**config.mk**
```make
export PLATFORM = sky130hd
export DESIGN_NAME = adpcm_stream_dec
export DESIGN_NICKNAME = d
export VERILOG_FILES = /design/src/rtl/adpcm_pkg.sv /design/src/rtl/adpcm_step_rom.sv /design/src/rtl/adpcm_seq.sv /design/src/rtl/adpcm_core.sv /design/src/rtl/adpcm_stream_dec.sv
export SDC_FILE = /design/constraint.sdc
export NUM_CORES = 1
export LEC_CHECK = 0
export ABC_AREA = 1
export ABC_CLOCK_PERIOD_IN_PS = 7100
export BUFFER_PORTS_ARGS = -buffer_cell sky130_fd_sc_hd__clkbuf_2
export CAP_MARGIN = 10
export CORE_MARGIN = 1.5
export CORE_UTILIZATION = 45
export CTS_BUF_LIST = sky130_fd_sc_hd__clkbuf_4
export DETAILED_ROUTE_END_ITERATION = 10
export PLACE_DENSITY = 0.65
export SLEW_MARGIN = 30
export SYNTH_ARGS = -nofsm -noshare
export SYNTH_HDL_FRONTEND = slang
export SYNTH_SLANG_ARGS = --single-unit
export TNS_END_PERCENT = 10
```
**constraint.sdc**
```tcl
create_clock -name clk -period 7.1 [get_ports clk]
set_clock_uncertainty 0.05 [all_clocks]
set_input_delay 1.42 -clock clk [delete_from_list [all_inputs] [get_ports clk]]
set_output_delay 1.42 -clock clk [all_outputs]
set_load 0.01 [all_outputs]
```
**src/rtl/adpcm_pkg.sv**
```systemverilog
package adpcm_pkg;

   localparam int IDX_LAST = 88;
   localparam int STEP_CNT = IDX_LAST + 1;
   localparam int STEP_W   = 16;
   localparam int IDX_W    = 7;

   typedef logic [STEP_CNT-1:0][STEP_W-1:0] step_tab_t;

   typedef enum logic [3:0] {
      ST_IDLE,
      ST_READ,
      ST_LATCH,
      ST_S1,
      ST_S2,
      ST_S3,
      ST_S4,
      ST_S5,
      ST_S6,
      ST_WRITE
   } dec_state_t;

   // geometric step sizes, growth about 9.4 percent per index, clamped
   function automatic step_tab_t build_steps();
      step_tab_t tab;
      int        s;
      s = 7;
      for (int i = 0; i < STEP_CNT; i++) begin
         tab[i] = STEP_W'(s);
         s = s + (s >> 4) + (s >> 5) + 1;
         if (s > 32767) s = 32767;
      end
      return tab;
   endfunction

   function automatic logic signed [4:0] idx_adjust(input logic [2:0] mag);
      logic signed [4:0] adj;
      case (mag)
         3'd4:    adj = 5'sd2;
         3'd5:    adj = 5'sd4;
         3'd6:    adj = 5'sd6;
         3'd7:    adj = 5'sd8;
         default: adj = -5'sd1;
      endcase
      return adj;
   endfunction

endpackage

```
**src/rtl/adpcm_step_rom.sv**
```systemverilog
module adpcm_step_rom
   import adpcm_pkg::*;
(
   input  logic [IDX_W-1:0]  idx_i,
   output logic [STEP_W-1:0] step_o
);

   localparam step_tab_t TAB = build_steps();

   always_comb begin
      if (idx_i > IDX_W'(IDX_LAST)) step_o = TAB[IDX_LAST];
      else                          step_o = TAB[idx_i];
   end

endmodule

```
**src/rtl/adpcm_seq.sv**
```systemverilog
module adpcm_seq
   import adpcm_pkg::*;
#(
   parameter int NCH  = 1,
   parameter int CH_W = 1
) (
   input  logic            clk,
   input  logic            rst,
   input  logic            in_empty,
   input  logic            out_full,
   output dec_state_t      state_o,
   output logic [CH_W-1:0] ch_o,
   output logic            rd_en_o,
   output logic            wr_en_o
);

   localparam logic [CH_W-1:0] CH_LAST = CH_W'(NCH - 1);

   dec_state_t      st_q;
   logic [CH_W-1:0] ch_q;

   always_ff @(posedge clk) begin
      if (rst) begin
         st_q <= ST_IDLE;
         ch_q <= '0;
      end else begin
         case (st_q)
            ST_IDLE:  if (!in_empty) st_q <= ST_READ;
            ST_READ:  st_q <= ST_LATCH;
            ST_LATCH: begin
               st_q <= ST_S1;
               ch_q <= '0;
            end
            ST_S1:    st_q <= ST_S2;
            ST_S2:    st_q <= ST_S3;
            ST_S3:    st_q <= ST_S4;
            ST_S4:    st_q <= ST_S5;
            ST_S5:    st_q <= ST_S6;
            ST_S6:    st_q <= ST_WRITE;
            ST_WRITE: begin
               if (!out_full) begin
                  if (ch_q != CH_LAST) begin
                     ch_q <= ch_q + 1'b1;
                     st_q <= ST_S1;
                  end else if (!in_empty) begin
                     st_q <= ST_READ;
                  end else begin
                     st_q <= ST_IDLE;
                  end
               end
            end
            default:  st_q <= ST_IDLE;
         endcase
      end
   end

   assign state_o = st_q;
   assign ch_o    = ch_q;
   assign rd_en_o = (st_q == ST_READ);
   assign wr_en_o = (st_q == ST_WRITE);

endmodule

```
**src/rtl/adpcm_core.sv**
```systemverilog
module adpcm_core
   import adpcm_pkg::*;
#(
   parameter int NCH    = 1,
   parameter int CH_W   = 1,
   parameter int CODE_W = 4,
   parameter int USE_W  = 4,
   parameter int PCM_W  = 16
) (
   input  logic              clk,
   input  logic              rst,
   input  dec_state_t        state_i,
   input  logic [CH_W-1:0]   ch_i,
   input  logic [USE_W-1:0]  word_i,
   output logic [PCM_W-1:0]  pcm_o,
   output logic [IDX_W-1:0]  idx_o
);

   localparam int DIFF_W = PCM_W + 1;
   localparam int SUM_W  = PCM_W + 3;
   localparam int IW1    = IDX_W + 1;
   localparam logic signed [SUM_W-1:0] PMAX = SUM_W'((1 << (PCM_W - 1)) - 1);
   localparam logic signed [SUM_W-1:0] PMIN = -PMAX - 1;

   logic [USE_W-1:0]        word_q;
   logic [CODE_W-1:0]       code_q;
   logic [CODE_W-1:0]       code_sel;
   logic [STEP_W-1:0]       step_q;
   logic [STEP_W-1:0]       step_w;
   logic [DIFF_W-1:0]       diff_q;
   logic signed [PCM_W-1:0] pnew_q;
   logic [PCM_W-1:0]        out_q;
   logic signed [PCM_W-1:0] sat_w;
   logic signed [PCM_W-1:0] cur_pred;
   logic [IDX_W-1:0]        cur_idx;
   logic [IDX_W-1:0]        idx_next;
   logic signed [IW1-1:0]   idx_sum;
   logic signed [SUM_W-1:0] ext_pred;
   logic signed [SUM_W-1:0] ext_diff;
   logic signed [SUM_W-1:0] sum_w;

   logic signed [PCM_W-1:0] pred_a [NCH];
   logic [IDX_W-1:0]        idx_a  [NCH];

   // per-channel decoder state
   for (genvar g = 0; g < NCH; g++) begin : g_chan
      logic signed [PCM_W-1:0] pred_r;
      logic [IDX_W-1:0]        idx_r;
      always_ff @(posedge clk) begin
         if (rst) begin
            pred_r <= '0;
            idx_r  <= '0;
         end else if (state_i == ST_S6 && ch_i == CH_W'(g)) begin
            pred_r <= pnew_q;
            idx_r  <= idx_next;
         end
      end
      assign pred_a[g] = pred_r;
      assign idx_a[g]  = idx_r;
   end

   // channel selection variant
   if (NCH == 1) begin : g_mono
      assign cur_pred = pred_a[0];
      assign cur_idx  = idx_a[0];
      assign code_sel = word_q[CODE_W-1:0];
   end else begin : g_multi
      assign cur_pred = pred_a[ch_i];
      assign cur_idx  = idx_a[ch_i];
      assign code_sel = word_q[int'(ch_i) * CODE_W +: CODE_W];
   end

   adpcm_step_rom u_rom (
      .idx_i  (cur_idx),
      .step_o (step_w)
   );

   // step index adaptation with clamp
   assign idx_sum = $signed({1'b0, cur_idx}) + IW1'(idx_adjust(code_q[2:0]));
   always_comb begin
      if (idx_sum[IDX_W])                              idx_next = '0;
      else if (idx_sum[IDX_W-1:0] > IDX_W'(IDX_LAST))  idx_next = IDX_W'(IDX_LAST);
      else                                             idx_next = idx_sum[IDX_W-1:0];
   end

   // predictor update with saturation
   assign ext_pred = SUM_W'(cur_pred);
   assign ext_diff = $signed({2'b00, diff_q});
   assign sum_w    = code_q[CODE_W-1] ? (ext_pred - ext_diff) : (ext_pred + ext_diff);
   always_comb begin
      if (sum_w > PMAX)      sat_w = PMAX[PCM_W-1:0];
      else if (sum_w < PMIN) sat_w = PMIN[PCM_W-1:0];
      else                   sat_w = sum_w[PCM_W-1:0];
   end

   always_ff @(posedge clk) begin
      if (rst) begin
         word_q <= '0;
         code_q <= '0;
         step_q <= '0;
         diff_q <= '0;
         pnew_q <= '0;
         out_q  <= '0;
      end else begin
         case (state_i)
            ST_LATCH: word_q <= word_i;
            ST_S1: begin
               code_q <= code_sel;
               step_q <= step_w;
            end
            ST_S2: diff_q <= DIFF_W'(step_q >> 3) + (code_q[2] ? DIFF_W'(step_q) : '0);
            ST_S3: diff_q <= diff_q + (code_q[1] ? DIFF_W'(step_q >> 1) : '0);
            ST_S4: diff_q <= diff_q + (code_q[0] ? DIFF_W'(step_q >> 2) : '0);
            ST_S5: pnew_q <= sat_w;
            ST_S6: out_q  <= pnew_q;
            default: ;
         endcase
      end
   end

   assign pcm_o = out_q;
   assign idx_o = cur_idx;

endmodule

```
**src/rtl/adpcm_stream_dec.sv**
```systemverilog
module adpcm_stream_dec
   import adpcm_pkg::*;
#(
   parameter int IN_W   = 16,
   parameter int PCM_W  = 16,
   parameter int CODE_W = 4,
   parameter int STEREO = 0
) (
   input  logic             clk,
   input  logic             rst,
   output logic             in_rd_en,
   input  logic             in_empty,
   input  logic [IN_W-1:0]  in_data,
   output logic             out_wr_en,
   input  logic             out_full,
   output logic [PCM_W-1:0] out_data
);

   localparam int NCH   = (STEREO != 0) ? 2 : 1;
   localparam int CH_W  = (NCH > 1) ? $clog2(NCH) : 1;
   localparam int USE_W = NCH * CODE_W;

   if (CODE_W != 4) begin : g_bad_code
      $error("adpcm_stream_dec: CODE_W must be 4");
   end
   if (PCM_W != STEP_W) begin : g_bad_pcm
      $error("adpcm_stream_dec: PCM_W must equal the step table width");
   end
   if (IN_W < USE_W) begin : g_bad_in
      $error("adpcm_stream_dec: IN_W too narrow for the channel codes");
   end

   if (IN_W > USE_W) begin : g_pad
      logic unused_pad;
      assign unused_pad = ^in_data[IN_W-1:USE_W];
   end

   dec_state_t      state;
   logic [CH_W-1:0] ch;
   logic [IDX_W-1:0] cur_idx;

   adpcm_seq #(
      .NCH  (NCH),
      .CH_W (CH_W)
   ) u_seq (
      .clk      (clk),
      .rst      (rst),
      .in_empty (in_empty),
      .out_full (out_full),
      .state_o  (state),
      .ch_o     (ch),
      .rd_en_o  (in_rd_en),
      .wr_en_o  (out_wr_en)
   );

   adpcm_core #(
      .NCH    (NCH),
      .CH_W   (CH_W),
      .CODE_W (CODE_W),
      .USE_W  (USE_W),
      .PCM_W  (PCM_W)
   ) u_core (
      .clk     (clk),
      .rst     (rst),
      .state_i (state),
      .ch_i    (ch),
      .word_i  (in_data[USE_W-1:0]),
      .pcm_o   (out_data),
      .idx_o   (cur_idx)
   );

endmodule

```
==> report_table.html, run 1 <==
<table>
<tr><th>Metric</th><th>Value</th></tr>
<tr><th colspan="2">Routing</th></tr>
<tr><td>Routed wl met3</td><td>1030 um</td></tr>
<tr><td>Routed wire length</td><td>23400 um</td></tr>
<tr><td>ANT nets after route</td><td>0</td></tr>
<tr><td>Met2 wire length</td><td>11100 um</td></tr>
<tr><td>Via Count</td><td>about 8300</td></tr>
<tr><td>DR DRC count</td><td>0</td></tr>
<tr><td>Detailed router's first-iteration violation count</td><td>556</td></tr>
<tr><td>Top layer in use</td><td>met4</td></tr>
<tr><td>Via-per-instance ratio</td><td>5.51</td></tr>
<tr><td>Drt wl/cell</td><td>15.6 um</td></tr>
<tr><td>Length of the first detailed-routing pass in iterations</td><td>5</td></tr>
<tr><td>Met1 Wirelength</td><td>10400 um</td></tr>
<tr><th colspan="2">Critical path</th></tr>
<tr><td>Dominant cell type by count on the critical path</td><td>sky130_fd_sc_hd__nand2_1</td></tr>
<tr><td>Worst r2r path cells</td><td>24</td></tr>
<tr><td>Critical path fanouts, max</td><td>18</td></tr>
<tr><td>Slowest Stage Delay on Critical Path</td><td>770 ps</td></tr>
<tr><td>Critical Path Start Type</td><td>register</td></tr>
<tr><td>Kind of end point of the critical path</td><td>register</td></tr>
<tr><td>Path type of the worst setup path</td><td>reg -&gt; reg</td></tr>
<tr><td>Slowest library cell on the worst path</td><td>sky130_fd_sc_hd__dfxtp_1</td></tr>
<tr><td>Slack of the worst reg-to-reg path</td><td>2480 ps</td></tr>
<tr><td>Worst path cell trace</td><td>inv_1 &gt; nor3_1 &gt; a21oi_1 &gt; ha_1 &gt; nand2_1 &gt; nand2_1 &gt; inv_1 &gt; nand2_1 &gt; nand2_1 &gt; nand3_1 &gt; nand2_2 &gt; nor2_4 &gt; nand3_1 &gt; nand2_1 &gt; nand2_1 &gt; inv_1 &gt; ha_1 &gt; inv_1 &gt; nand3_1 &gt; inv_1 &gt; nand2_1 &gt; nand4_1 &gt; nand3_1 &gt; a21oi_2</td></tr>
<tr><td>Crit path arrival time</td><td>about 5000 ps</td></tr>
<tr><td>Data required time at the worst endpoint</td><td>roughly 7500 ps</td></tr>
<tr><th colspan="2">Floorplanning</th></tr>
<tr><td>Floorplan core area</td><td>0.0174 mm2</td></tr>
<tr><td>Initial cell density of the core</td><td>46.3%</td></tr>
<tr><td>Vertical extent of the die</td><td>137 um</td></tr>
<tr><td>Row Count</td><td>48</td></tr>
<tr><td>Ports</td><td>38</td></tr>
<tr><td>Die boundary width</td><td>137 um</td></tr>
<tr><td>Die area</td><td>0.0187 mm2</td></tr>
<tr><th colspan="2">Pwr</th></tr>
<tr><td>Switching power total</td><td>approximately 550 uW</td></tr>
<tr><td>Sequential share of power</td><td>41.0%</td></tr>
<tr><td>Cell-internal power</td><td>slightly below 900 uW</td></tr>
<tr><td>Share of total power in combinational logic</td><td>34.1%</td></tr>
<tr><td>Pleak</td><td>0.00442 uW</td></tr>
<tr><td>Switching share of power</td><td>about 39%</td></tr>
<tr><td>Power share of the clock group</td><td>roughly a quarter</td></tr>
<tr><td>Total chip power</td><td>1420 uW</td></tr>
<tr><td>Total power per unit cell area</td><td>between 150 and 200 mW/mm2</td></tr>
<tr><td>Worst VDD drop</td><td>129 uV</td></tr>
<tr><th colspan="2">Final layout</th></tr>
<tr><td>Fillers</td><td>between 1500 and 2000</td></tr>
<tr><td>Final Instance Count excl. Fillers</td><td>around 1500</td></tr>
<tr><td>Storage element area</td><td>0.00196 mm2</td></tr>
<tr><td>NumNets Final</td><td>1352</td></tr>
<tr><td>Fraction of final layout cells sized beyond drive strength 1</td><td>6.29%</td></tr>
<tr><td>Multi-input combinational cell area</td><td>0.00532 mm2</td></tr>
<tr><td>Relative area change from synthesis to final layout</td><td>4.89%</td></tr>
<tr><td>Final instance area</td><td>about 0.0085 mm2</td></tr>
<tr><th colspan="2">Placement</th></tr>
<tr><td>Number of port buffers</td><td>25</td></tr>
<tr><td>DPL Wire Length</td><td>between 15000 and 20000 um</td></tr>
<tr><td>Final weighted congestion in routability-driven placement</td><td>around 0.98</td></tr>
<tr><td>Inst Count DP</td><td>1481</td></tr>
<tr><td>Cell area after placement</td><td>0.00829 mm2</td></tr>
<tr><th colspan="2">Run</th></tr>
<tr><td>Number of maximum-capacitance constraint violations</td><td>0</td></tr>
<tr><th colspan="2">Global route</th></tr>
<tr><td>Overflow after GRT</td><td>0</td></tr>
<tr><td>First-pass GRT wire length</td><td>38200 um</td></tr>
<tr><td>Number of antenna violations at the first check in global routing</td><td>1</td></tr>
<tr><td>Number of global-route vias before repair</td><td>just under 8000</td></tr>
<tr><td>All-Layer GR Usage</td><td>25.9%</td></tr>
<tr><td>Pin count of the biggest net entering global routing</td><td>78</td></tr>
<tr><th colspan="2">Logic synthesis</th></tr>
<tr><td>Syn avg cell area</td><td>6.36 um2</td></tr>
<tr><td>Netlist Area Pre-Place</td><td>0.00807 mm2</td></tr>
<tr><td>Number of enable flip-flop cells after synthesis</td><td>0</td></tr>
<tr><td>Yosys top cell by area</td><td>sky130_fd_sc_hd__dfxtp_1</td></tr>
<tr><td>Most repeated cell in the gate-level netlist after synthesis</td><td>sky130_fd_sc_hd__nand2_1</td></tr>
<tr><td>Async set-or-reset flop fraction in the synthesized netlist</td><td>0%</td></tr>
<tr><td>Post-synthesis sequential area ratio</td><td>around a quarter</td></tr>
<tr><td>Commonest register cell after synthesis</td><td>sky130_fd_sc_hd__dfxtp_1</td></tr>
<tr><td>Count of unique library cells instantiated by Yosys</td><td>54</td></tr>
<tr><td>Synthesis warning total</td><td>0</td></tr>
<tr><td>Area contributors post-synth</td><td>sky130_fd_sc_hd__dfxtp_1 (24%), sky130_fd_sc_hd__nand2_1 (15%), sky130_fd_sc_hd__ha_1 (9.5%)</td></tr>
<tr><td>Synthesized netlist cell count</td><td>approximately 1300</td></tr>
<tr><td>Cell types with the highest counts after synthesis</td><td>sky130_fd_sc_hd__nand2_1 (321), sky130_fd_sc_hd__inv_1 (148), sky130_fd_sc_hd__nor2_1 (118)</td></tr>
<tr><td>Post-synthesis net count</td><td>1353</td></tr>
<tr><td>Yosys top cell area share</td><td>24.3%</td></tr>
<tr><td>Number of flip-flops and latches in the synthesized netlist</td><td>98</td></tr>
<tr><th colspan="2">Clocking</th></tr>
<tr><td>Max H-tree Level</td><td>3</td></tr>
<tr><td>Clock Pin Slew Worst Setup and Hold Paths</td><td>160 ps</td></tr>
<tr><td>Clk Latency, worst-skew pair</td><td>480 ps</td></tr>
<tr><td>Root cell of the clock tree</td><td>sky130_fd_sc_hd__clkbuf_4</td></tr>
<tr><td>Number of clock sinks</td><td>98</td></tr>
<tr><td>Post-CTS repair timing setup buffer count</td><td>0</td></tr>
<tr><td>Clock buffer count from CTS</td><td>9</td></tr>
<tr><td>PostCTS Resize Cnt</td><td>0</td></tr>
<tr><td>Maximum clock insertion buffer count</td><td>2</td></tr>
<tr><td>CTS hold repair buffers</td><td>0</td></tr>
<tr><td>CTS tree</td><td>yes</td></tr>
<tr><th colspan="2">Run status</th></tr>
<tr><td>Result of the run</td><td>complete, no violations</td></tr>
<tr><th colspan="2">Timing</th></tr>
<tr><td>Worst slew slack as a fraction of its limit</td><td>between 40% and 50%</td></tr>
<tr><td>Setup tns final</td><td>0 ps</td></tr>
<tr><td>Pins Over Slew Limit</td><td>0</td></tr>
<tr><td>Number of failing hold endpoints at the final stage</td><td>0</td></tr>
<tr><td>Part of the cycle the worst path needs</td><td>65.1%</td></tr>
<tr><td>Slew at the pin closest to its max-slew limit</td><td>roughly 830 ps</td></tr>
<tr><td>Max Clock Freq</td><td>approximately 0.22 GHz</td></tr>
<tr><td>Min Tclk post-route</td><td>4620 ps</td></tr>
<tr><td>Unrepaired setup endpoints after global routing</td><td>no</td></tr>
<tr><td>Final setup viols</td><td>0</td></tr>
<tr><th colspan="2">Min path</th></tr>
<tr><td>Worst Hold Depth</td><td>2</td></tr>
<tr><td>Hold crit path type</td><td>reg -&gt; reg</td></tr>
</table>
[cells by family (layout without fill, tap and decap cells)]
family | Yosys count | count (layout) | share of synthesized area, %
adder cells (fa/ha/maj) | 65 | 65 | 10.5
other | 0 | 2 | 0
flip-flops | 98 | 98 | 24.3
AND/OR/NAND/NOR | 594 | 594 | 31.2
XOR/XNOR | 44 | 44 | 4.78
buffers and inverters | 194 | 198 | 9.82
AO/OA/AOI/OAI | 273 | 273 | 19.5
[critical path, delay by kind of cell (launching register included)]
kind / cells / cell delay, ps
DFF: 1 / 770
and+or+nand+nor: 15 / 1860
AOI/OAI and AO/OA: 2 / 260
adders and majority gates: 2 / 650
buffers and inverters: 5 / 960
[power groups by stage]
| stage | registers (uW) | logic [uW] | clock network [uW] |
|---|---|---|---|
| final | 584 | 485 | 354 |
| after global routing | 587 | 550 | 381 |
| after floorplan | 587 | 396 | 0 |
| after CTS | 584 | 487 | 361 |
| after global placement | 595 | 482 | 0 |
| after detailed placement | 596 | 484 | 0 |
[routing by layer]
layer	GRT usage [%]	up-vias
met1	32.1	3781
met2	44.9	219
li1	-	4198
met3	3.44	57
met5	0	-
met4	11.2	0
[stage by stage]
step / hold WS, ps / setup slack, ps / util [%]
finish: 403 / 2480 / 48.6
global route: 418 / 2030 / 48.6
CTS: 406 / 2540 / 48.5
detailed placement: 386 / 2610 / 47.6
global placement: 380 / 2520 / 47.6
floorplan: 374 / 3700 / -
[placed cells by master, fill, tap and decap left out, types with 5 or more instances in the layout]
master and n:
sky130_fd_sc_hd__nand3_1 107, sky130_fd_sc_hd__xnor2_1 18, sky130_fd_sc_hd__o21ai_0 94, sky130_fd_sc_hd__inv_1 148
sky130_fd_sc_hd__o211ai_1 10, sky130_fd_sc_hd__a32oi_1 12, sky130_fd_sc_hd__dfxtp_1 98, sky130_fd_sc_hd__xor2_1 26
sky130_fd_sc_hd__clkbuf_4 10, sky130_fd_sc_hd__nand2_2 8, sky130_fd_sc_hd__o21bai_1 7, sky130_fd_sc_hd__nand4_1 8
sky130_fd_sc_hd__clkbuf_2 25, sky130_fd_sc_hd__a31oi_1 5, sky130_fd_sc_hd__a21oi_1 110, sky130_fd_sc_hd__ha_1 61
sky130_fd_sc_hd__nand2_1 321, sky130_fd_sc_hd__nor3_1 14, sky130_fd_sc_hd__nor2_1 116
[worst paths after layout]
path / start / end
hold / removal: register / u_core.step_q[7]
setup reg to reg: u_core.code_q[2] / register
setup / recovery: u_core.code_q[2] / register
hold reg to reg: register / u_core.step_q[7]
[final cells by class]
class                   count  share of cell area, %
multi-input cells         976                   62.9
flip-flops and latches     98                   23.2
inverters                 153                   6.79
well taps                 225                   3.33
repair buffers             29                   1.83
clock inverters             6                   1.06
clock buffers              10                  0.887
diodes                      2                 0.0591
No activity file was read; power rests on OpenSTA's default activity.
==> run 2: changes to the inputs <==
- ABC_CLOCK_PERIOD_IN_PS: 7100 -> 4160
- PLACE_DENSITY: 0.65 -> 0.68
- clock period: 7.1 -> 4.16 ns (I/O delays scaled with it)
==> run 2 against run 1 <==
Net effect:
- total power rose by 67%
- wire length decreased by 2.1%
- register-to-register slack got worse by 2000 ps
==> report_table.html, run 2 (synthesized netlist as in run 1, its figures left out) <==
<table>
<tr><th>Metric</th><th>Value</th></tr>
<tr><th colspan="2">Clocking</th></tr>
<tr><td>CTS tree</td><td>yes</td></tr>
<tr><td>Maximum clock insertion buffer count</td><td>2 (unchanged)</td></tr>
<tr><td>Number of clock sinks</td><td>98 (unchanged)</td></tr>
<tr><td>Post-CTS repair timing setup buffer count</td><td>0 (unchanged)</td></tr>
<tr><td>Clock buffer count from CTS</td><td>9 (unchanged)</td></tr>
<tr><td>Clock Pin Slew Worst Setup and Hold Paths</td><td>170 ps (about the same)</td></tr>
<tr><td>Root cell of the clock tree</td><td>sky130_fd_sc_hd__clkbuf_4</td></tr>
<tr><td>Max H-tree Level</td><td>3 (unchanged)</td></tr>
<tr><td>Clk Latency, worst-skew pair</td><td>500 ps (+20 ps)</td></tr>
<tr><th colspan="2">Final layout</th></tr>
<tr><td>Relative area change from synthesis to final layout</td><td>7.49%</td></tr>
<tr><td>Fraction of final layout cells sized beyond drive strength 1</td><td>8.29% (+2.0 points)</td></tr>
<tr><td>Commonest non-fill, non-tap cell in the layout</td><td>sky130_fd_sc_hd__nand2_1</td></tr>
<tr><td>Final instance area</td><td>0.00867 mm2 (+2.5%)</td></tr>
<tr><td>Leading cell types in the layout, fill and taps excluded</td><td>sky130_fd_sc_hd__nand2_1 (321), sky130_fd_sc_hd__inv_1 (148), sky130_fd_sc_hd__nor2_1 (118)</td></tr>
<tr><td>Core Util, Final</td><td>49.8% (+1.2 points)</td></tr>
<tr><td>NumNets Final</td><td>1383 (+2.3%)</td></tr>
<tr><th colspan="2">Routing</th></tr>
<tr><td>ANT nets after route</td><td>0 (unchanged)</td></tr>
<tr><td>Via Count</td><td>8364 (+1.3%)</td></tr>
<tr><td>Drt wl/cell</td><td>15.0 um (-3.9%)</td></tr>
<tr><td>Routed wire length</td><td>22900 um (-2.1%)</td></tr>
<tr><td>DR DRC count</td><td>0 (unchanged)</td></tr>
<tr><td>Length of the first detailed-routing pass in iterations</td><td>5 (unchanged)</td></tr>
<tr><td>Via-per-instance ratio</td><td>5.47 (-0.60%)</td></tr>
<tr><td>Detailed router's first-iteration violation count</td><td>455 (-18%)</td></tr>
<tr><th colspan="2">Timing</th></tr>
<tr><td>Smallest hold slack</td><td>398 ps (-5.01 ps)</td></tr>
<tr><td>Final setup viols</td><td>0 (unchanged)</td></tr>
<tr><td>Number of failing hold endpoints at the final stage</td><td>0 (unchanged)</td></tr>
<tr><td>Part of the cycle the worst path needs</td><td>89.4% (+24 points)</td></tr>
<tr><td>Min Tclk post-route</td><td>3720 ps (-903 ps)</td></tr>
<tr><td>Unrepaired setup endpoints after global routing</td><td>no</td></tr>
<tr><td>Pins Over Slew Limit</td><td>0 (unchanged)</td></tr>
<tr><td>Max Clock Freq</td><td>0.269 GHz (+24%)</td></tr>
<tr><td>Slew at the pin closest to its max-slew limit</td><td>809 ps (-18.0 ps)</td></tr>
<tr><td>Worst slew slack as a fraction of its limit</td><td>45.9% (+1.0 points)</td></tr>
<tr><td>Setup tns final</td><td>0 ps (unchanged)</td></tr>
<tr><th colspan="2">Critical path</th></tr>
<tr><td>Slowest library cell on the worst path</td><td>sky130_fd_sc_hd__dfxtp_1</td></tr>
<tr><td>Data required time at the worst endpoint</td><td>4520 ps (-2940 ps)</td></tr>
<tr><td>Critical Path Start Type</td><td>register</td></tr>
<tr><td>Kind of end point of the critical path</td><td>register</td></tr>
<tr><td>Critical path origin</td><td>u_core.diff_q[1]</td></tr>
<tr><td>Slack of the worst reg-to-reg path</td><td>440 ps (-2040 ps)</td></tr>
<tr><td>Dominant cell type by count on the critical path</td><td>sky130_fd_sc_hd__nand2_1</td></tr>
<tr><td>Worst r2r src</td><td>u_core.diff_q[1]</td></tr>
<tr><td>Path type of the worst setup path</td><td>reg -&gt; reg</td></tr>
<tr><td>Critical path fanouts, max</td><td>9 (-9)</td></tr>
<tr><td>Crit path arrival time</td><td>4080 ps (-900 ps)</td></tr>
<tr><td>Worst path cell trace</td><td>nor3_1 &gt; nand2_1 &gt; nor3_1 &gt; nand2_1 &gt; nor3_1 &gt; nand2_1 &gt; nand2_1 &gt; xor2_1 &gt; inv_1 &gt; ha_1 &gt; nand2_1 &gt; inv_1 &gt; nand3_1 &gt; nor3_1 &gt; nand4_1 &gt; nand3_1 &gt; xor2_1 &gt; nand3_1 &gt; a21oi_2 &gt; buf_4 &gt; a21oi_1</td></tr>
<tr><td>Slowest Stage Delay on Critical Path</td><td>390 ps (-380 ps)</td></tr>
<tr><th colspan="2">Floorplanning</th></tr>
<tr><td>Vertical extent of the die</td><td>137 um (unchanged)</td></tr>
<tr><td>Die boundary width</td><td>137 um (unchanged)</td></tr>
<tr><td>Initial cell density of the core</td><td>46.3% (unchanged)</td></tr>
<tr><td>Ports</td><td>38 (unchanged)</td></tr>
<tr><td>Die area</td><td>0.0187 mm2 (unchanged)</td></tr>
<tr><td>Row Count</td><td>48 (unchanged)</td></tr>
<tr><td>Floorplan core area</td><td>0.0174 mm2 (unchanged)</td></tr>
<tr><th colspan="2">Run status</th></tr>
<tr><td>Result of the run</td><td>complete, no violations</td></tr>
<tr><th colspan="2">Run</th></tr>
<tr><td>Number of maximum-capacitance constraint violations</td><td>0 (unchanged)</td></tr>
<tr><th colspan="2">Global route</th></tr>
<tr><td>Number of global-route vias before repair</td><td>8005 (+3.8%)</td></tr>
<tr><td>First-pass GRT wire length</td><td>37700 um (-1.2%)</td></tr>
<tr><td>All-Layer GR Usage</td><td>25.3% (-0.69 points)</td></tr>
<tr><td>Number of antenna violations at the first check in global routing</td><td>1 (unchanged)</td></tr>
<tr><td>Pin count of the biggest net entering global routing</td><td>40 (-49%)</td></tr>
<tr><td>Overflow after GRT</td><td>0 (unchanged)</td></tr>
<tr><th colspan="2">Min path</th></tr>
<tr><td>Hold crit path type</td><td>reg -&gt; reg</td></tr>
<tr><th colspan="2">Pwr</th></tr>
<tr><td>Worst VDD drop</td><td>213 uV (+65%)</td></tr>
<tr><td>Pleak</td><td>0.00457 uW (+3.4%)</td></tr>
<tr><td>Total power per unit cell area</td><td>275 mW/mm2 (+63%)</td></tr>
<tr><th colspan="2">Placement</th></tr>
<tr><td>DPL Wire Length</td><td>17600 um (+1.1%)</td></tr>
<tr><td>Number of port buffers</td><td>25 (unchanged)</td></tr>
<tr><td>Cell area after placement</td><td>0.00852 mm2 (+2.8%)</td></tr>
<tr><td>Final weighted congestion in routability-driven placement</td><td>0.992 (+0.99%)</td></tr>
</table>
-- run 2: area by class of cell --
class | count | area (um2)
antenna | 1 | 2.50
sequential | 98 | 1960
clock buffer | 9 | 67.6
fill | 1845 | 8740
multi-input combinational | 976 | 5320
timing repair buffer | 60 | 388
clock inverter | 6 | 77.6
inverter | 153 | 574
tap | 225 | 282
-- run 2: per-layer routing --
layer / track usage [%] / up-vias / part of all wire [%]
li1: - / 4260 / -
met1: 30.7 / 3816 / 43
met2: 44.9 / 239 / 49
met3: 3.37 / 49 / 4.7
met4: 10.0 / 0 / 3.4
met5: 0 / - / 0
-- run 2: worst paths after layout --
| kind | end | cells past startpoint |
|---|---|---|
| setup / recovery | u_core.pnew_q[2] | 21 |
| setup reg to reg | u_core.pnew_q[2] | 21 |
| hold / removal | u_core.step_q[7] | 2 |
| hold reg to reg | u_core.step_q[7] | 2 |
-- run 2: through the flow --
| step | cells | worst slack [ps] | power (uW) |
|---|---|---|---|
| finish | 1528 | 439 | 2380 |
| global route | 1528 | 10.1 | 2560 |
| CTS | 1527 | 438 | 2390 |
| detailed placement | 1512 | 451 | 1840 |
| global placement | 1512 | 496 | 1840 |
| floorplan | 1268 | 758 | 1680 |
-- run 2: worst max-delay path: cells and delay by family (launching register included) --
kind            cells  cell delay, ps
compound gates      2             240
xor+xnor            2             330
fa+ha+maj           1             340
buf+inv             3             330
flops               1             390
simple gates       13            1960
-- run 2: report_power, final --
group	switching, uW	total, uW	internal (uW)	leakage (uW)
sequential	28.7	991	962	0.000791
clock	357	546	189	0.0000795
combinational	559	844	285	0.00370
-- run 2: repair_timing --
| item | 4_1_cts | 5_1_grt |
|---|---|---|
| hold buffers | 0 | 0 |
| setup endpoints to repair | 0 | 1 |
| resized for setup | 0 | 1 |
==> run 3: changes to the inputs <==
- CORE_MARGIN: 1.5 -> 5
- CTS_BUF_LIST: sky130_fd_sc_hd__clkbuf_4 -> default
==> run 3 against run 2 <==
Net effect:
- critical path depth unchanged
- via count decreased by 0.47%
- total power increased by 15%
- cell area increased by 2.0%
- global-route usage decreased by 2.6 points
- critical endpoint is now u_core.pnew_q[7]
- die area increased by 10%
- count of clock-buffer cells in the layout unchanged
- sequential cell count unchanged
- clock power increased by 68%
- core utilization about the same
- register-to-register slack got worse by 70 ps
==> report_table.html, run 3 (synthesized netlist as in run 1, its figures left out) <==
<table>
<tr><th>Metric</th><th>Value</th></tr>
<tr><th colspan="2">Routing</th></tr>
<tr><td>Detailed router's first-iteration violation count</td><td>522 (+15%)</td></tr>
<tr><td>Via-per-instance ratio</td><td>5.44 (-0.53%)</td></tr>
<tr><td>DR DRC count</td><td>0 (unchanged)</td></tr>
<tr><td>Drt wl/cell</td><td>15.1 um (+1.0%)</td></tr>
<tr><td>Routed wire length</td><td>23100 um (+1.1%)</td></tr>
<tr><td>Via Count</td><td>8325 (-0.47%)</td></tr>
<tr><td>Length of the first detailed-routing pass in iterations</td><td>6 (+1)</td></tr>
<tr><td>ANT nets after route</td><td>0 (unchanged)</td></tr>
<tr><th colspan="2">Pwr</th></tr>
<tr><td>Switching power total</td><td>970 uW (+2.6%)</td></tr>
<tr><td>Power share of the clock group</td><td>33.5% (+11 points)</td></tr>
<tr><td>Cell-internal power</td><td>1780 uW (+24%)</td></tr>
<tr><td>Share of total power in combinational logic</td><td>30.5% (-4.9 points)</td></tr>
<tr><td>Total power per unit cell area</td><td>310 mW/mm2 (+13%)</td></tr>
<tr><td>Total chip power</td><td>2750 uW (+15%)</td></tr>
<tr><td>Switching share of power</td><td>35.3% (-4.4 points)</td></tr>
<tr><td>Worst VDD drop</td><td>207 uV (-3.0%)</td></tr>
<tr><td>Sequential share of power</td><td>36.0% (-5.6 points)</td></tr>
<tr><td>Pleak</td><td>0.00464 uW (+1.5%)</td></tr>
<tr><th colspan="2">Clocking</th></tr>
<tr><td>Clock Pin Slew Worst Setup and Hold Paths</td><td>70 ps (-100 ps)</td></tr>
<tr><td>Number of clock sinks</td><td>98 (unchanged)</td></tr>
<tr><td>Root cell of the clock tree</td><td>sky130_fd_sc_hd__clkbuf_16</td></tr>
<tr><td>Clock buffer count from CTS</td><td>9 (unchanged)</td></tr>
<tr><td>Max H-tree Level</td><td>3 (unchanged)</td></tr>
<tr><td>Maximum clock insertion buffer count</td><td>2 (unchanged)</td></tr>
<tr><td>Clk Latency, worst-skew pair</td><td>350 ps (-150 ps)</td></tr>
<tr><td>CTS hold repair buffers</td><td>0 (unchanged)</td></tr>
<tr><td>CTS tree</td><td>yes</td></tr>
<tr><th colspan="2">Global route</th></tr>
<tr><td>First-pass GRT wire length</td><td>38200 um (+1.3%)</td></tr>
<tr><td>Pin count of the biggest net entering global routing</td><td>65 (+63%)</td></tr>
<tr><td>Number of global-route vias before repair</td><td>7754 (-3.1%)</td></tr>
<tr><td>Number of antenna violations at the first check in global routing</td><td>0 (-1)</td></tr>
<tr><td>Overflow after GRT</td><td>0 (unchanged)</td></tr>
<tr><td>All-Layer GR Usage</td><td>22.7% (-2.6 points)</td></tr>
<tr><th colspan="2">Critical path</th></tr>
<tr><td>Critical path fanouts, max</td><td>11 (+2)</td></tr>
<tr><td>Data required time at the worst endpoint</td><td>4350 ps (-170 ps)</td></tr>
<tr><td>Worst r2r src</td><td>u_core.diff_q[0]</td></tr>
<tr><td>Slack of the worst reg-to-reg path</td><td>370 ps (-70 ps)</td></tr>
<tr><td>Critical Path Start Type</td><td>register</td></tr>
<tr><td>Kind of end point of the critical path</td><td>register</td></tr>
<tr><td>Capture point of the worst reg-to-reg path</td><td>u_core.pnew_q[7]</td></tr>
<tr><td>Crit path arrival time</td><td>3990 ps (-90 ps)</td></tr>
<tr><td>Path type of the worst setup path</td><td>reg -&gt; reg</td></tr>
<tr><td>Worst r2r path cells</td><td>21 (unchanged)</td></tr>
<tr><th colspan="2">Final layout</th></tr>
<tr><td>Core Util, Final</td><td>49.8% (about the same)</td></tr>
<tr><td>Commonest non-fill, non-tap cell in the layout</td><td>sky130_fd_sc_hd__nand2_1</td></tr>
<tr><td>Number of inserted diodes</td><td>0 (-1)</td></tr>
<tr><td>Fraction of final layout cells sized beyond drive strength 1</td><td>8.23% (-0.064 points)</td></tr>
<tr><td>NumNets Final</td><td>1380 (-0.22%)</td></tr>
<tr><td>Final instance area</td><td>0.00885 mm2 (+2.0%)</td></tr>
<tr><td>Leading cell types in the layout, fill and taps excluded</td><td>sky130_fd_sc_hd__nand2_1 (321), sky130_fd_sc_hd__inv_1 (148), sky130_fd_sc_hd__nor2_1 (118)</td></tr>
<tr><td>Relative area change from synthesis to final layout</td><td>9.65%</td></tr>
<tr><td>Fillers</td><td>1869 (+1.3%)</td></tr>
<tr><th colspan="2">Min path</th></tr>
<tr><td>Worst Hold Depth</td><td>2 (unchanged)</td></tr>
<tr><td>Hold endpoint</td><td>u_core.step_q[2]</td></tr>
<tr><td>Hold crit path type</td><td>reg -&gt; reg</td></tr>
<tr><th colspan="2">Timing</th></tr>
<tr><td>Min Tclk post-route</td><td>3790 ps (+71.7 ps)</td></tr>
<tr><td>Slew at the pin closest to its max-slew limit</td><td>631 ps (-178 ps)</td></tr>
<tr><td>Worst Setup Slack, final</td><td>367 ps (-71.7 ps)</td></tr>
<tr><td>Setup tns final</td><td>0 ps (unchanged)</td></tr>
<tr><td>Worst slew slack as a fraction of its limit</td><td>57.9% (+12 points)</td></tr>
<tr><td>Max Clock Freq</td><td>0.264 GHz (-1.9%)</td></tr>
<tr><td>Pins Over Slew Limit</td><td>0 (unchanged)</td></tr>
<tr><td>Final setup viols</td><td>0 (unchanged)</td></tr>
<tr><td>Unrepaired setup endpoints after global routing</td><td>no</td></tr>
<tr><td>Part of the cycle the worst path needs</td><td>91.2% (+1.7 points)</td></tr>
<tr><td>Number of failing hold endpoints at the final stage</td><td>0 (unchanged)</td></tr>
<tr><th colspan="2">Placement</th></tr>
<tr><td>DPL Wire Length</td><td>17800 um (+1.2%)</td></tr>
<tr><td>Final weighted congestion in routability-driven placement</td><td>0.952 (-4.0%)</td></tr>
<tr><td>Cell area after placement</td><td>0.00851 mm2 (about the same)</td></tr>
<tr><td>Pre-CTS setup slack</td><td>331 ps (-121 ps)</td></tr>
<tr><td>Number of port buffers</td><td>25 (unchanged)</td></tr>
<tr><th colspan="2">Floorplanning</th></tr>
<tr><td>Row Count</td><td>49 (+2.1%)</td></tr>
<tr><td>Ports</td><td>38 (unchanged)</td></tr>
<tr><td>Die boundary width</td><td>144 um (+5.1%)</td></tr>
<tr><td>Initial cell density of the core</td><td>45.4% (-0.95 points)</td></tr>
<tr><td>Floorplan core area</td><td>0.0178 mm2 (+2.1%)</td></tr>
<tr><td>Die area</td><td>0.0207 mm2 (+10%)</td></tr>
<tr><td>Vertical extent of the die</td><td>144 um (+5.1%)</td></tr>
<tr><th colspan="2">Run</th></tr>
<tr><td>Number of maximum-capacitance constraint violations</td><td>0 (unchanged)</td></tr>
<tr><th colspan="2">Run status</th></tr>
<tr><td>Result of the run</td><td>complete, no violations</td></tr>
</table>
[run 3: changes by cell type in the layout (fill, tap and decap cells not counted), sizes merged]
cell,previous run,this run
bufinv,1,2
clkinv,4,3
clkinvlp,0,1
diode,1,0
buf,35,32
[run 3: per-layer routing]
metal	vias to the layer above	wire (um)	track usage, %
met5	-	0	0
met2	230	10900	38.1
met1	3782	10400	29.3
li1	4255	-	-
met4	0	928	10.3
met3	58	945	2.33
[run 3: worst max-delay path by stage]
stage                      from  slack, ps          endpoint
6_report       u_core.diff_q[0]        370  u_core.pnew_q[7]
3_3_place_gp   u_core.diff_q[1]        350  u_core.pnew_q[4]
3_5_place_dp   u_core.diff_q[1]        330  u_core.pnew_q[7]
2_1_floorplan  u_core.code_q[2]        760          register
5_1_grt        u_core.diff_q[1]         30  u_core.pnew_q[1]
4_1_cts        u_core.diff_q[1]        300  u_core.pnew_q[7]
[run 3: power groups by stage]
| stage | Combinational, uW | Sequential (uW) | Clock, uW |
|---|---|---|---|
| final | 837 | 989 | 920 |
| after global routing | 955 | 992 | 983 |
| after CTS | 835 | 988 | 944 |
| after detailed placement | 830 | 1010 | 0 |
| after global placement | 831 | 1010 | 0 |
| after floorplan | 675 | 1000 | 0 |
[run 3: timing repair]
action | CTS | global route
endpoints found under the setup margin | 0 | 15
buffers inserted | 0 | 0
resized for setup | 0 | 1
[run 3: area by class of cell]
cell class | instances | area [um2] | area share, %
clock buffers | 9 | 225 | 2.55
repair buffers | 57 | 378 | 4.27
flip-flops and latches | 98 | 1960 | 22.2
well taps | 229 | 287 | 3.24
inverters | 153 | 574 | 6.49
multi-input cells | 976 | 5320 | 60.1
clock inverters | 7 | 101 | 1.15
[run 3: through the flow]
step,hold slack [ps],cells
floorplan,374,1268
global placement,378,1513
detailed placement,385,1513
CTS,391,1529
global route,416,1529
finish,386,1529
[run 3: critical path, cell delays in order (launching register included)]
cell and delay, ps:
sky130_fd_sc_hd__dfxtp_1 350, sky130_fd_sc_hd__nor3_1 260, sky130_fd_sc_hd__nand2_1 100, sky130_fd_sc_hd__nor3_1 220
sky130_fd_sc_hd__nand2_1 130, sky130_fd_sc_hd__nor3_2 180, sky130_fd_sc_hd__nand2_1 90, sky130_fd_sc_hd__nand2_1 80
sky130_fd_sc_hd__xor2_1 150, sky130_fd_sc_hd__inv_1 60, sky130_fd_sc_hd__ha_1 340, sky130_fd_sc_hd__nand2_1 90
sky130_fd_sc_hd__inv_1 70, sky130_fd_sc_hd__nand3_1 90, sky130_fd_sc_hd__nor3_1 270, sky130_fd_sc_hd__nand4_1 120
sky130_fd_sc_hd__nand3_1 120, sky130_fd_sc_hd__xor2_1 190, sky130_fd_sc_hd__nand3_1 140, sky130_fd_sc_hd__a21oi_2 310
sky130_fd_sc_hd__buf_12 180, sky130_fd_sc_hd__a21oi_1 80
